==> config.mk <==
export PLATFORM = sky130hd
export DESIGN_NAME = spi_flash_cmd_engine
export DESIGN_NICKNAME = d
export VERILOG_FILES = /design/src/rtl/spi_eng_pkg.sv /design/src/rtl/spi_eng_fifo.sv /design/src/rtl/spi_eng_seq.sv /design/src/rtl/spi_flash_cmd_engine.sv
export SDC_FILE = /design/constraint.sdc
export NUM_CORES = 1
export LEC_CHECK = 0
export CAP_MARGIN = 40
export CORE_ASPECT_RATIO = 0.8
export CORE_MARGIN = 2
export CORE_UTILIZATION = 30
export DETAILED_ROUTE_END_ITERATION = 6
export DONT_BUFFER_PORTS = 1
export PLACE_DENSITY_LB_ADDON = 0.25
export SLEW_MARGIN = 5
export SYNTH_ARGS = -nofsm -noshare
export SYNTH_HDL_FRONTEND = slang
export SYNTH_SLANG_ARGS = --single-unit
==> constraint.sdc <==
create_clock -name clk -period 4.4 [get_ports clk]
set_input_delay 0.44 -clock clk [delete_from_list [all_inputs] [get_ports clk]]
set_output_delay 0.44 -clock clk [all_outputs]
set_load 0.05 [all_outputs]
==> src/rtl/spi_eng_pkg.sv <==
package spi_eng_pkg;

    typedef enum logic [1:0] {
        SQ_IDLE,
        SQ_LEAD,
        SQ_SHIFT,
        SQ_TRAIL
    } seq_st_e;

    localparam logic [2:0] RA_OPCODE = 3'd0;
    localparam logic [2:0] RA_COUNT  = 3'd1;
    localparam logic [2:0] RA_CTRL   = 3'd2;
    localparam logic [2:0] RA_STATUS = 3'd3;
    localparam logic [2:0] RA_DATA   = 3'd4;

    localparam int CTRL_GO_BIT   = 0;
    localparam int CTRL_CLR_BIT  = 1;
    localparam int STAT_BUSY_BIT = 7;

endpackage

==> src/rtl/spi_eng_fifo.sv <==
// Shared data buffer: bus port through a wrapping pointer, engine port by index.
// DEPTH must be a power of two so the pointer wraps naturally.
module spi_eng_fifo #(
    parameter int DEPTH = 8,
    parameter int PW    = $clog2(DEPTH)
) (
    input  logic          clk,
    input  logic          rst_n,
    input  logic          clr,
    input  logic          bus_we,
    input  logic          bus_re,
    input  logic [7:0]    bus_wdata,
    output logic [PW-1:0] ptr,
    output logic [7:0]    bus_rdata,
    input  logic [PW-1:0] eng_ridx,
    output logic [7:0]    eng_rdata,
    input  logic          eng_we,
    input  logic [PW-1:0] eng_widx,
    input  logic [7:0]    eng_wdata
);

    typedef struct packed {
        logic [DEPTH-1:0][7:0] mem;
        logic [PW-1:0]         ptr;
    } fifo_s;

    fifo_s q, d;

    always_comb begin
        d = q;
        if (eng_we) d.mem[eng_widx] = eng_wdata;
        if (bus_we) d.mem[q.ptr] = bus_wdata;
        if (clr)                   d.ptr = '0;
        else if (bus_we || bus_re) d.ptr = q.ptr + 1'b1;
    end

    always_ff @(posedge clk or negedge rst_n) begin
        if (!rst_n) q <= '0;
        else        q <= d;
    end

    assign ptr       = q.ptr;
    assign bus_rdata = q.mem[q.ptr];
    assign eng_rdata = q.mem[eng_ridx];

endmodule

==> src/rtl/spi_eng_seq.sv <==
// Frame sequencer: chip select, mode-0 clock, shift registers, reply storage.
module spi_eng_seq
    import spi_eng_pkg::*;
#(
    parameter int DEPTH    = 8,
    parameter int HALF_DIV = 2,
    parameter int PW       = $clog2(DEPTH)
) (
    input  logic          clk,
    input  logic          rst_n,
    input  logic          start,
    input  logic [7:0]    opcode,
    input  logic [PW:0]   tx_n,
    input  logic [3:0]    rx_n,
    output logic [PW-1:0] fifo_ridx,
    input  logic [7:0]    fifo_rdata,
    output logic          fifo_we,
    output logic [PW-1:0] fifo_widx,
    output logic [7:0]    fifo_wdata,
    output logic          busy,
    output logic          sck,
    output logic          cs_n,
    output logic          mosi,
    input  logic          miso
);

    localparam int DW   = (HALF_DIV > 1) ? $clog2(HALF_DIV) : 1;
    localparam int BI_W = $clog2(DEPTH + 17);

    typedef struct packed {
        seq_st_e         st;
        logic [DW-1:0]   div;
        logic            sck;
        logic            cs_n;
        logic [7:0]      txsh;
        logic [7:0]      rxsh;
        logic [2:0]      bitn;
        logic [BI_W-1:0] bidx;
    } seq_s;

    seq_s q, d;

    logic            tick;
    logic [BI_W-1:0] last_idx;
    logic [BI_W-1:0] tx_w;
    logic [BI_W-1:0] sidx;
    logic            in_rx;
    logic            skip_dummy;

    always_comb begin
        tick       = (q.div == DW'(HALF_DIV - 1));
        tx_w       = BI_W'(tx_n);
        last_idx   = tx_w + BI_W'(rx_n);
        in_rx      = (q.bidx > tx_w);
        skip_dummy = (tx_n == '0) && (q.bidx == BI_W'(1));
        sidx       = (tx_n == '0) ? (q.bidx - BI_W'(2)) : (q.bidx - BI_W'(1));
        fifo_ridx  = q.bidx[PW-1:0];
        fifo_widx  = sidx[PW-1:0];
        fifo_wdata = q.rxsh;
        fifo_we    = 1'b0;

        d = q;
        if (q.st != SQ_IDLE) d.div = tick ? '0 : q.div + 1'b1;

        unique case (q.st)
            SQ_IDLE: begin
                d.div = '0;
                if (start) begin
                    d.st   = SQ_LEAD;
                    d.cs_n = 1'b0;
                    d.sck  = 1'b0;
                    d.txsh = opcode;
                    d.bitn = '0;
                    d.bidx = '0;
                end
            end
            SQ_LEAD: begin
                if (tick) begin
                    d.st   = SQ_SHIFT;
                    d.sck  = 1'b1;
                    d.rxsh = {q.rxsh[6:0], miso};
                end
            end
            SQ_SHIFT: begin
                if (tick) begin
                    if (!q.sck) begin
                        d.sck  = 1'b1;
                        d.rxsh = {q.rxsh[6:0], miso};
                    end else begin
                        d.sck = 1'b0;
                        if (q.bitn == 3'd7) begin
                            fifo_we = in_rx && !skip_dummy && (sidx < BI_W'(DEPTH));
                            if (q.bidx == last_idx) begin
                                d.st = SQ_TRAIL;
                            end else begin
                                d.bidx = q.bidx + 1'b1;
                                d.bitn = '0;
                                d.txsh = (q.bidx < tx_w) ? fifo_rdata : 8'h00;
                            end
                        end else begin
                            d.bitn = q.bitn + 1'b1;
                            d.txsh = {q.txsh[6:0], 1'b0};
                        end
                    end
                end
            end
            SQ_TRAIL: begin
                if (tick) begin
                    d.cs_n = 1'b1;
                    d.st   = SQ_IDLE;
                end
            end
            default: d.st = SQ_IDLE;
        endcase
    end

    always_ff @(posedge clk or negedge rst_n) begin
        if (!rst_n) begin
            q      <= '0;
            q.st   <= SQ_IDLE;
            q.cs_n <= 1'b1;
        end else begin
            q <= d;
        end
    end

    assign busy = (q.st != SQ_IDLE);
    assign sck  = q.sck;
    assign cs_n = q.cs_n;
    assign mosi = q.txsh[7] & ~q.cs_n;

endmodule

==> src/rtl/spi_flash_cmd_engine.sv <==
module spi_flash_cmd_engine
    import spi_eng_pkg::*;
#(
    parameter int DEPTH    = 8,
    parameter int HALF_DIV = 2
) (
    input  logic       clk,
    input  logic       rst_n,
    input  logic [2:0] bus_addr,
    input  logic       bus_wr,
    input  logic       bus_rd,
    input  logic [7:0] bus_wdata,
    output logic [7:0] bus_rdata,
    input  logic       spi_miso,
    output logic       spi_sck,
    output logic       spi_cs_n,
    output logic       spi_mosi
);

    localparam int PW = $clog2(DEPTH);

    typedef struct packed {
        logic [7:0] opc;
        logic [7:0] cnt;
    } regs_s;

    regs_s rf_q, rf_d;

    logic          eng_busy;
    logic          go;
    logic          ptr_clr;
    logic          fifo_bus_we;
    logic          fifo_bus_re;
    logic [PW-1:0] fifo_ptr;
    logic [7:0]    fifo_bus_rdata;
    logic [PW-1:0] eng_ridx;
    logic [7:0]    eng_rdata;
    logic          eng_we;
    logic [PW-1:0] eng_widx;
    logic [7:0]    eng_wdata;
    logic [PW:0]   tx_n;
    logic [7:0]    opc_cur;
    logic [7:0]    cnt_cur;

    always_comb begin
        rf_d = rf_q;
        if (bus_wr && !eng_busy && bus_addr == RA_OPCODE) rf_d.opc = bus_wdata;
        if (bus_wr && !eng_busy && bus_addr == RA_COUNT)  rf_d.cnt = bus_wdata;
    end

    always_ff @(posedge clk or negedge rst_n) begin
        if (!rst_n) rf_q <= '0;
        else        rf_q <= rf_d;
    end

    assign opc_cur     = rf_q.opc;
    assign cnt_cur     = rf_q.cnt;
    assign go          = bus_wr && (bus_addr == RA_CTRL) && bus_wdata[CTRL_GO_BIT] && !eng_busy;
    assign ptr_clr     = bus_wr && (bus_addr == RA_CTRL) && bus_wdata[CTRL_CLR_BIT];
    assign fifo_bus_we = bus_wr && (bus_addr == RA_DATA) && !eng_busy;
    assign fifo_bus_re = bus_rd && (bus_addr == RA_DATA);

    always_comb begin
        if (32'(rf_q.cnt[3:0]) > DEPTH) tx_n = (PW+1)'(DEPTH);
        else                            tx_n = (PW+1)'(rf_q.cnt[3:0]);
    end

    always_comb begin
        unique case (bus_addr)
            RA_OPCODE: bus_rdata = rf_q.opc;
            RA_COUNT:  bus_rdata = rf_q.cnt;
            RA_CTRL:   bus_rdata = {7'b0, eng_busy};
            RA_STATUS: bus_rdata = {eng_busy, {(7-PW){1'b0}}, fifo_ptr};
            RA_DATA:   bus_rdata = fifo_bus_rdata;
            default:   bus_rdata = 8'h00;
        endcase
    end

    spi_eng_fifo #(.DEPTH(DEPTH), .PW(PW)) u_fifo (
        .clk       (clk),
        .rst_n     (rst_n),
        .clr       (ptr_clr),
        .bus_we    (fifo_bus_we),
        .bus_re    (fifo_bus_re),
        .bus_wdata (bus_wdata),
        .ptr       (fifo_ptr),
        .bus_rdata (fifo_bus_rdata),
        .eng_ridx  (eng_ridx),
        .eng_rdata (eng_rdata),
        .eng_we    (eng_we),
        .eng_widx  (eng_widx),
        .eng_wdata (eng_wdata)
    );

    spi_eng_seq #(.DEPTH(DEPTH), .HALF_DIV(HALF_DIV), .PW(PW)) u_seq (
        .clk        (clk),
        .rst_n      (rst_n),
        .start      (go),
        .opcode     (rf_q.opc),
        .tx_n       (tx_n),
        .rx_n       (rf_q.cnt[7:4]),
        .fifo_ridx  (eng_ridx),
        .fifo_rdata (eng_rdata),
        .fifo_we    (eng_we),
        .fifo_widx  (eng_widx),
        .fifo_wdata (eng_wdata),
        .busy       (eng_busy),
        .sck        (spi_sck),
        .cs_n       (spi_cs_n),
        .mosi       (spi_mosi),
        .miso       (spi_miso)
    );

endmodule

* Word-level counts from Yosys, hierarchy flattened
Cells that the tools add are included.
** Storage, ports and cells
- Flip-flop bits (word level) :: 112
- Bits of input ports :: 16
- Output and inout bits :: 11
- Logic and storage cells :: 144
** Cells by class
- $add $sub $neg :: 7
- Order comparisons :: 9
- Equal/unequal tests :: 20
- Muxes and demuxes :: 53
- Bitwise operators :: 2
- Reduce and logical (&&, ||, !) cells :: 34
** Operators with widths (count)
- bitwise mux 64 bit :: 2
- 2-to-1 mux 64 bit :: 2
- 2-to-1 mux 8 bit :: 13
- binary-select mux 8 bit (select 3 bit) :: 2
- demux 8 bit (select 3 bit) :: 2
- one-hot mux 8 bit (2 select lines) :: 3
- one-hot mux 8 bit (5 select lines) :: 1
- 2-to-1 mux 24 bit :: 1
- logical AND 1 bit :: 15
- 2-to-1 mux 2 bit :: 7
- less-than comparator 3 x 4 -> 1 bit (second input constant) :: 3
- inequality test 2 x 1 -> 1 bit (second input constant) :: 6
- nonzero test 2 bit :: 6
- 2-to-1 mux 1 bit :: 10
- 2-to-1 mux 10 bit :: 1
- 2-to-1 mux 5 bit :: 2
- 2-to-1 mux 3 bit :: 3
- one-hot mux 2 bit (4 select lines) :: 1
- AND reduction 4 bit :: 2
- AND reduction 7 bit :: 1
- adder 3 x 1 -> 3 bit (second input constant) :: 2
- == test 3 x 2 -> 1 bit (second input constant) :: 2
- == test 3 bit (second input constant) :: 2
- greater-or-equal comparator 3 x 1 -> 1 bit (second input constant) :: 2
- 30 further kinds :: 34

* Logic depth before layout (Yosys ltp)
- Depth after elaboration :: 14
- Gate-level depth with buffers :: 11

* Cells and area by module
From an unflattened synthesis, not the netlist that was laid out.
** Second synthesis, totals
- Cell total of the unflattened synthesis :: 690
- Area total of the unflattened synthesis :: 7458.4 um^2
** By module, submodules not included
- spi_eng_fifo :: times used 1, cells an instance 381, area each 4324.1 um^2
- spi_eng_seq :: times used 1, cells an instance 223, area each 2169.6 um^2
- spi_flash_cmd_engine :: times used 1, cells an instance 86, area each 964.7 um^2

* Worst setup path after synthesis
OpenSTA, ideal clock, no wires.
- Path kind :: flip-flop to flip-flop
- From :: register u_seq.q (netlist bit u_seq.fifo_ridx[1])
- To :: register u_fifo.q[11] in the netlist's numbering
- Arrival time :: 3.014 ns
- Data required time :: 4.263 ns
- Slack :: 1.249 ns
- Cell stages (with the launch flop) :: 10
- Path buffers :: 1
- Clock period less this slack :: 3.151 ns
- Path through :: dfrtp_1 > buf_1 > inv_1 > ha_1 > nor3b_1 > mux2i_1 > xor2_1 > nand4_2 > mux2i_1 > a21oi_1
** RTL lines
- start: declaration :: RTL line spi_eng_seq.sv:41 : seq_s q, d;
- end signal: assignment :: RTL line spi_eng_fifo.sv:38 : if (!rst_n) q <= '0;
- end signal: assignment :: RTL line spi_eng_fifo.sv:39 : else q <= d;
- end: declaration :: RTL line spi_eng_fifo.sv:27 : fifo_s q, d;

* Worst setup path after layout
- From :: register rf_q (netlist bit cnt_cur[0])
- To :: register u_seq.q[22] in the netlist's numbering
** On the way
- Cells in the longest elaborated chain, start to end :: 9
- Elaborated cells between the ends (all ways) :: 13
- Those cells by class :: add/sub: 1; order compare: 2; eq/ne: 2; mux: 7; reduce/logical: 1
** RTL lines
- start: declaration :: RTL line spi_flash_cmd_engine.sv:27 : regs_s rf_q, rf_d;
- start signal: assignment :: RTL line spi_flash_cmd_engine.sv:53 : else rf_q <= rf_d;
- greater-than comparator 4 bit :: RTL line spi_flash_cmd_engine.sv:64 : if (32'(rf_q.cnt[3:0]) > DEPTH) tx_n = (PW+1)'(DEPTH);
- 2-to-1 mux 4 bit * :: RTL line spi_flash_cmd_engine.sv:64
- less-than comparator 5 x 4 -> 1 bit :: RTL line spi_eng_seq.sv:98 : d.txsh = (q.bidx < tx_w) ? fifo_rdata : 8'h00;
- 2-to-1 mux 8 bit :: RTL line spi_eng_seq.sv:98
- 2-to-1 mux 8 bit :: RTL line spi_eng_seq.sv:93 : if (q.bidx == last_idx) begin
- 2-to-1 mux 8 bit :: RTL line spi_eng_seq.sv:91 : if (q.bitn == 3'd7) begin
- 2-to-1 mux 8 bit :: RTL line spi_eng_seq.sv:86 : if (!q.sck) begin
- 2-to-1 mux 24 bit :: RTL line spi_eng_seq.sv:85 : if (tick) begin
- one-hot mux 8 bit (2 select lines) :: RTL line spi_eng_seq.sv:65 : unique case (q.st)
Every way passes the cells marked *; elsewhere a longest branch is shown, timed or not. The select of a mux whose other input is x is not followed.
A chain may end at the register's enable or synchronous reset.

==> flow_summary_export.csv <==
group,metric,value,unit
final_layout,layout_commonest_cell,"dfrtp_1",
setup_path,worst-path-buf-inv,1,
pwr,ir_worst_vdd,272,uV
synthesis,synthArstFlopShare,100,%
timing,fin_setup_tns,0,ps
die,die_y,143,um
synthesis,synth_nets,725,
timing,worst_pin_slew,903,ps
setup_path,end_kind,"flip-flop",
synthesis,synth.yosys.seq_area_share,38.9,%
timing,finalSetupViolations,0,
setup_path,path_class,"flip-flop to flip-flop",
clocking,cts_max_level,3,
clocking,clkSlewWorstSetupHoldPaths,80,ps
placed_design,dp_hpwl,15100,um
pwr,power.leakage,3.25,nW
placed_design,dp_cells,965,
final_layout,finalNonFillerCells,982,
route,dr.pass1.iters,4,
placed_design,place_area,7520,um^2
run_status,status,"completed",
synthesis,dominantRegCellSynth,"dfrtp_1",
die,core.rowCount,50,
setup_path,crit_path_frequent_cell,"nor2b_1",
grt,grt_usage,17.6,%
synthesis,ys_types,58,
placed_design,numPortBuffers,0,
die,core,23500,um^2
final_layout,diodes,0,
clocking,root_buffer,"clkbuf_16",
setup_path,critPathTopFamily,"compound AO/OA/AOI/OAI gates",
timing,hold-worst-slack,10.2,ps
route,routedWlPerCell,21.9,um
clocking,cts.sinks,112,
route,routed_wl,21500,um
synthesis,syn_area,7210,um^2
setup_path,crit_path_top_delay_cell,"a221o_1",
final_layout,fin_nets,704,
final_layout,layout_common_cells,"dfrtp_1 (111), mux2i_1 (97), nor2_1 (90)",
setup_path,slowest_delay,590,ps
setup_path,path_cells,"nor2b_1 > ha_1 > inv_1 > fa_1 > nor2b_1 > o21ai_0 > a21boi_0 > o211a_1 > a221o_1 > mux2_2",
timing,max_freq,297,MHz
route,drtAntennaViolNets,0,
grt,grt_pass1_wl,33000,um
route,drc,0,
clocking,cts_buffer_depth,2,
grt,grt_pass1_vias,5307,
job,drv_cap,0,
timing,fin_crit_sh,76.6,%
synthesis,postSynthCellCount,686,
synthesis,ys_ff_latch,112,
clocking,cts.repair.resized,0,
synthesis,synth-edff-count,0,
route,drt_iter0_drc,484,
grt,antenna_found_initial,0,
route,avgViaCountPerCell,5.50,
die,pin_count,27,
setup_path,cp_data_required_time,4660,ps
final_layout,area_growth,8.89,%
timing,layout_min_cycle_time,3370,ps
clocking,cts_buffers,9,
placed_design,gp_congestion,0.863,
setup_path,critPathLaunchType,"flip-flop",
timing,rsz0062_at_grt,"false",
die,die-area,25300,um^2
timing,maxSlewHeadroom,39.8,%
timing,final.setup_skew,11.6,ps
timing,timing.final.ws_setup,1030,ps
synthesis,yosys_warnings,0,
clocking,clk_latency,370,ps
timing,slew_viol_final,0,
clocking,tritoncts,"built",
hold_path,hp-class,"primary input to asynchronous set/reset pin",
die,initial_core_util,30.6,%
grt,grt_max_degree,113,
grt,grt.overflow.total,0,
final_layout,drive_gt1_share,16.4,%
die,die_w,177,um
setup_path,crit_fanout,11,
final_layout,final_area,7850,um^2
clocking,cts-hold-fix-buffers,1,
setup_path,cp.arrival,3620,ps
placed_design,pre_cts_slack,1080,ps
route,vias,5401,
clocking,post-cts-setup-buffers,0,
pwr,p_per_area,633,nW/um^2
synthesis,syn_avg_cell_area,10.5,um^2
timing,hold_viol,0,
layout make-up:
cell class | instances | area [um^2]
Timing Repair Buffer | 19 | 180
Tap cell | 312 | 390
Fill cell | 2405 | 15700
Sequential cell | 112 | 2800
Inverter | 21 | 78.8
Clock inverter | 6 | 63.8
Clock buffer | 10 | 239
Multi-Input combinational cell | 502 | 4090
final timing paths:
path,from,to,slack (ps),cells after the start
min in group clk,bus_wdata[5],cnt_cur[5],190,2
worst max-delay path,cnt_cur[0],u_seq.q[22],1030,10
worst min register to register,u_seq.q[6],u_seq.q[6],510,1
max in group asynchronous,rst_n,u_fifo.q[36],3930,1
worst min-delay path,rst_n,u_fifo.q[10],10,1
worst max register to register,cnt_cur[0],u_seq.q[22],1030,10
registers in the layout (all words and copies together), names as in the netlist:
signal and cells:
u_fifo.ptr 3, u_fifo.q 64, u_seq.q 15, u_seq.tick 1, cnt_cur 8, u_seq.sck 1
u_seq.cs_n 1, u_seq.fifo_wdata 8, opc_cur 8, u_seq.fifo_ridx 3
per-layer routing:
metal  share of wire (%)  track usage (%)  vias to the layer above
met2                  43             24.7                      158
met3                 6.8             4.21                       36
met4                 2.3             6.17                        0
met5                   0                0                        -
li1                    -                -                     2460
met1                  48             26.2                     2747
worst register-to-register path: stages (launching register included):
cell      delay (ps)
dfrtp_1          490
nor2b_1          260
ha_1             220
inv_1             60
fa_1             390
nor2b_1          130
o21ai_0           90
a21boi_0         260
o211a_1          340
a221o_1          600
mux2_2           410
cell families after synthesis:
family | share of synthesized area (%)
fa+ha+maj | 4.10
compound gates | 11.7
mux | 27.5
flops | 38.9
buf+inv | 4.32
xor+xnor | 1.22
simple gates | 12.2
cell usage after synthesis (2+ instances only):
library cell / count / area share (%)
mux2_2: 32 / 5.0
nand4_1: 4 / 0.35
inv_1: 20 / 1.0
buf_4: 2 / 0.21
a21o_1: 4 / 0.42
and2_1: 2 / 0.17
o211ai_1: 3 / 0.31
nand4_4: 4 / 1.2
xor2_1: 3 / 0.36
a211o_1: 3 / 0.36
nand3_1: 12 / 0.83
nor3_1: 5 / 0.35
and4_1: 3 / 0.36
mux2i_1: 97 / 13
a211oi_1: 4 / 0.42
buf_1: 13 / 0.68
nand2_1: 29 / 1.5
and3_1: 3 / 0.26
a31oi_1: 2 / 0.17
buf_6: 3 / 0.47
nor4_1: 3 / 0.26
buf_2: 9 / 0.63
o22ai_1: 5 / 0.43
mux4_2: 29 / 9.1
or3_1: 4 / 0.35
nor2b_1: 7 / 0.61
a21oi_1: 75 / 5.2
ha_1: 22 / 3.8
a22oi_1: 5 / 0.52
a22o_1: 3 / 0.36
dfrtp_1: 111 / 39
clkbuf_1: 24 / 1.3
nor3b_1: 4 / 0.42
or4_1: 2 / 0.21
o2bb2ai_1: 3 / 0.36
xnor2_1: 7 / 0.85
o21ai_0: 15 / 1.0
nor2_1: 90 / 4.7
stage by stage:
stage	util, %	total power, W
floorplan	-	0.00346
global placement	31.8	0.00397
detailed placement	32.0	0.00410
CTS	33.4	0.00498
global route	33.4	0.00529
finish	33.4	0.00497
power breakdown:
part           switching [W]  leakage, nW  internal, W
clock               0.000437        0.145     0.000416
combinational        0.00125         1.92      0.00104
sequential          0.000490         1.18      0.00134
Note: power is estimated with default switching activity, not from simulation.
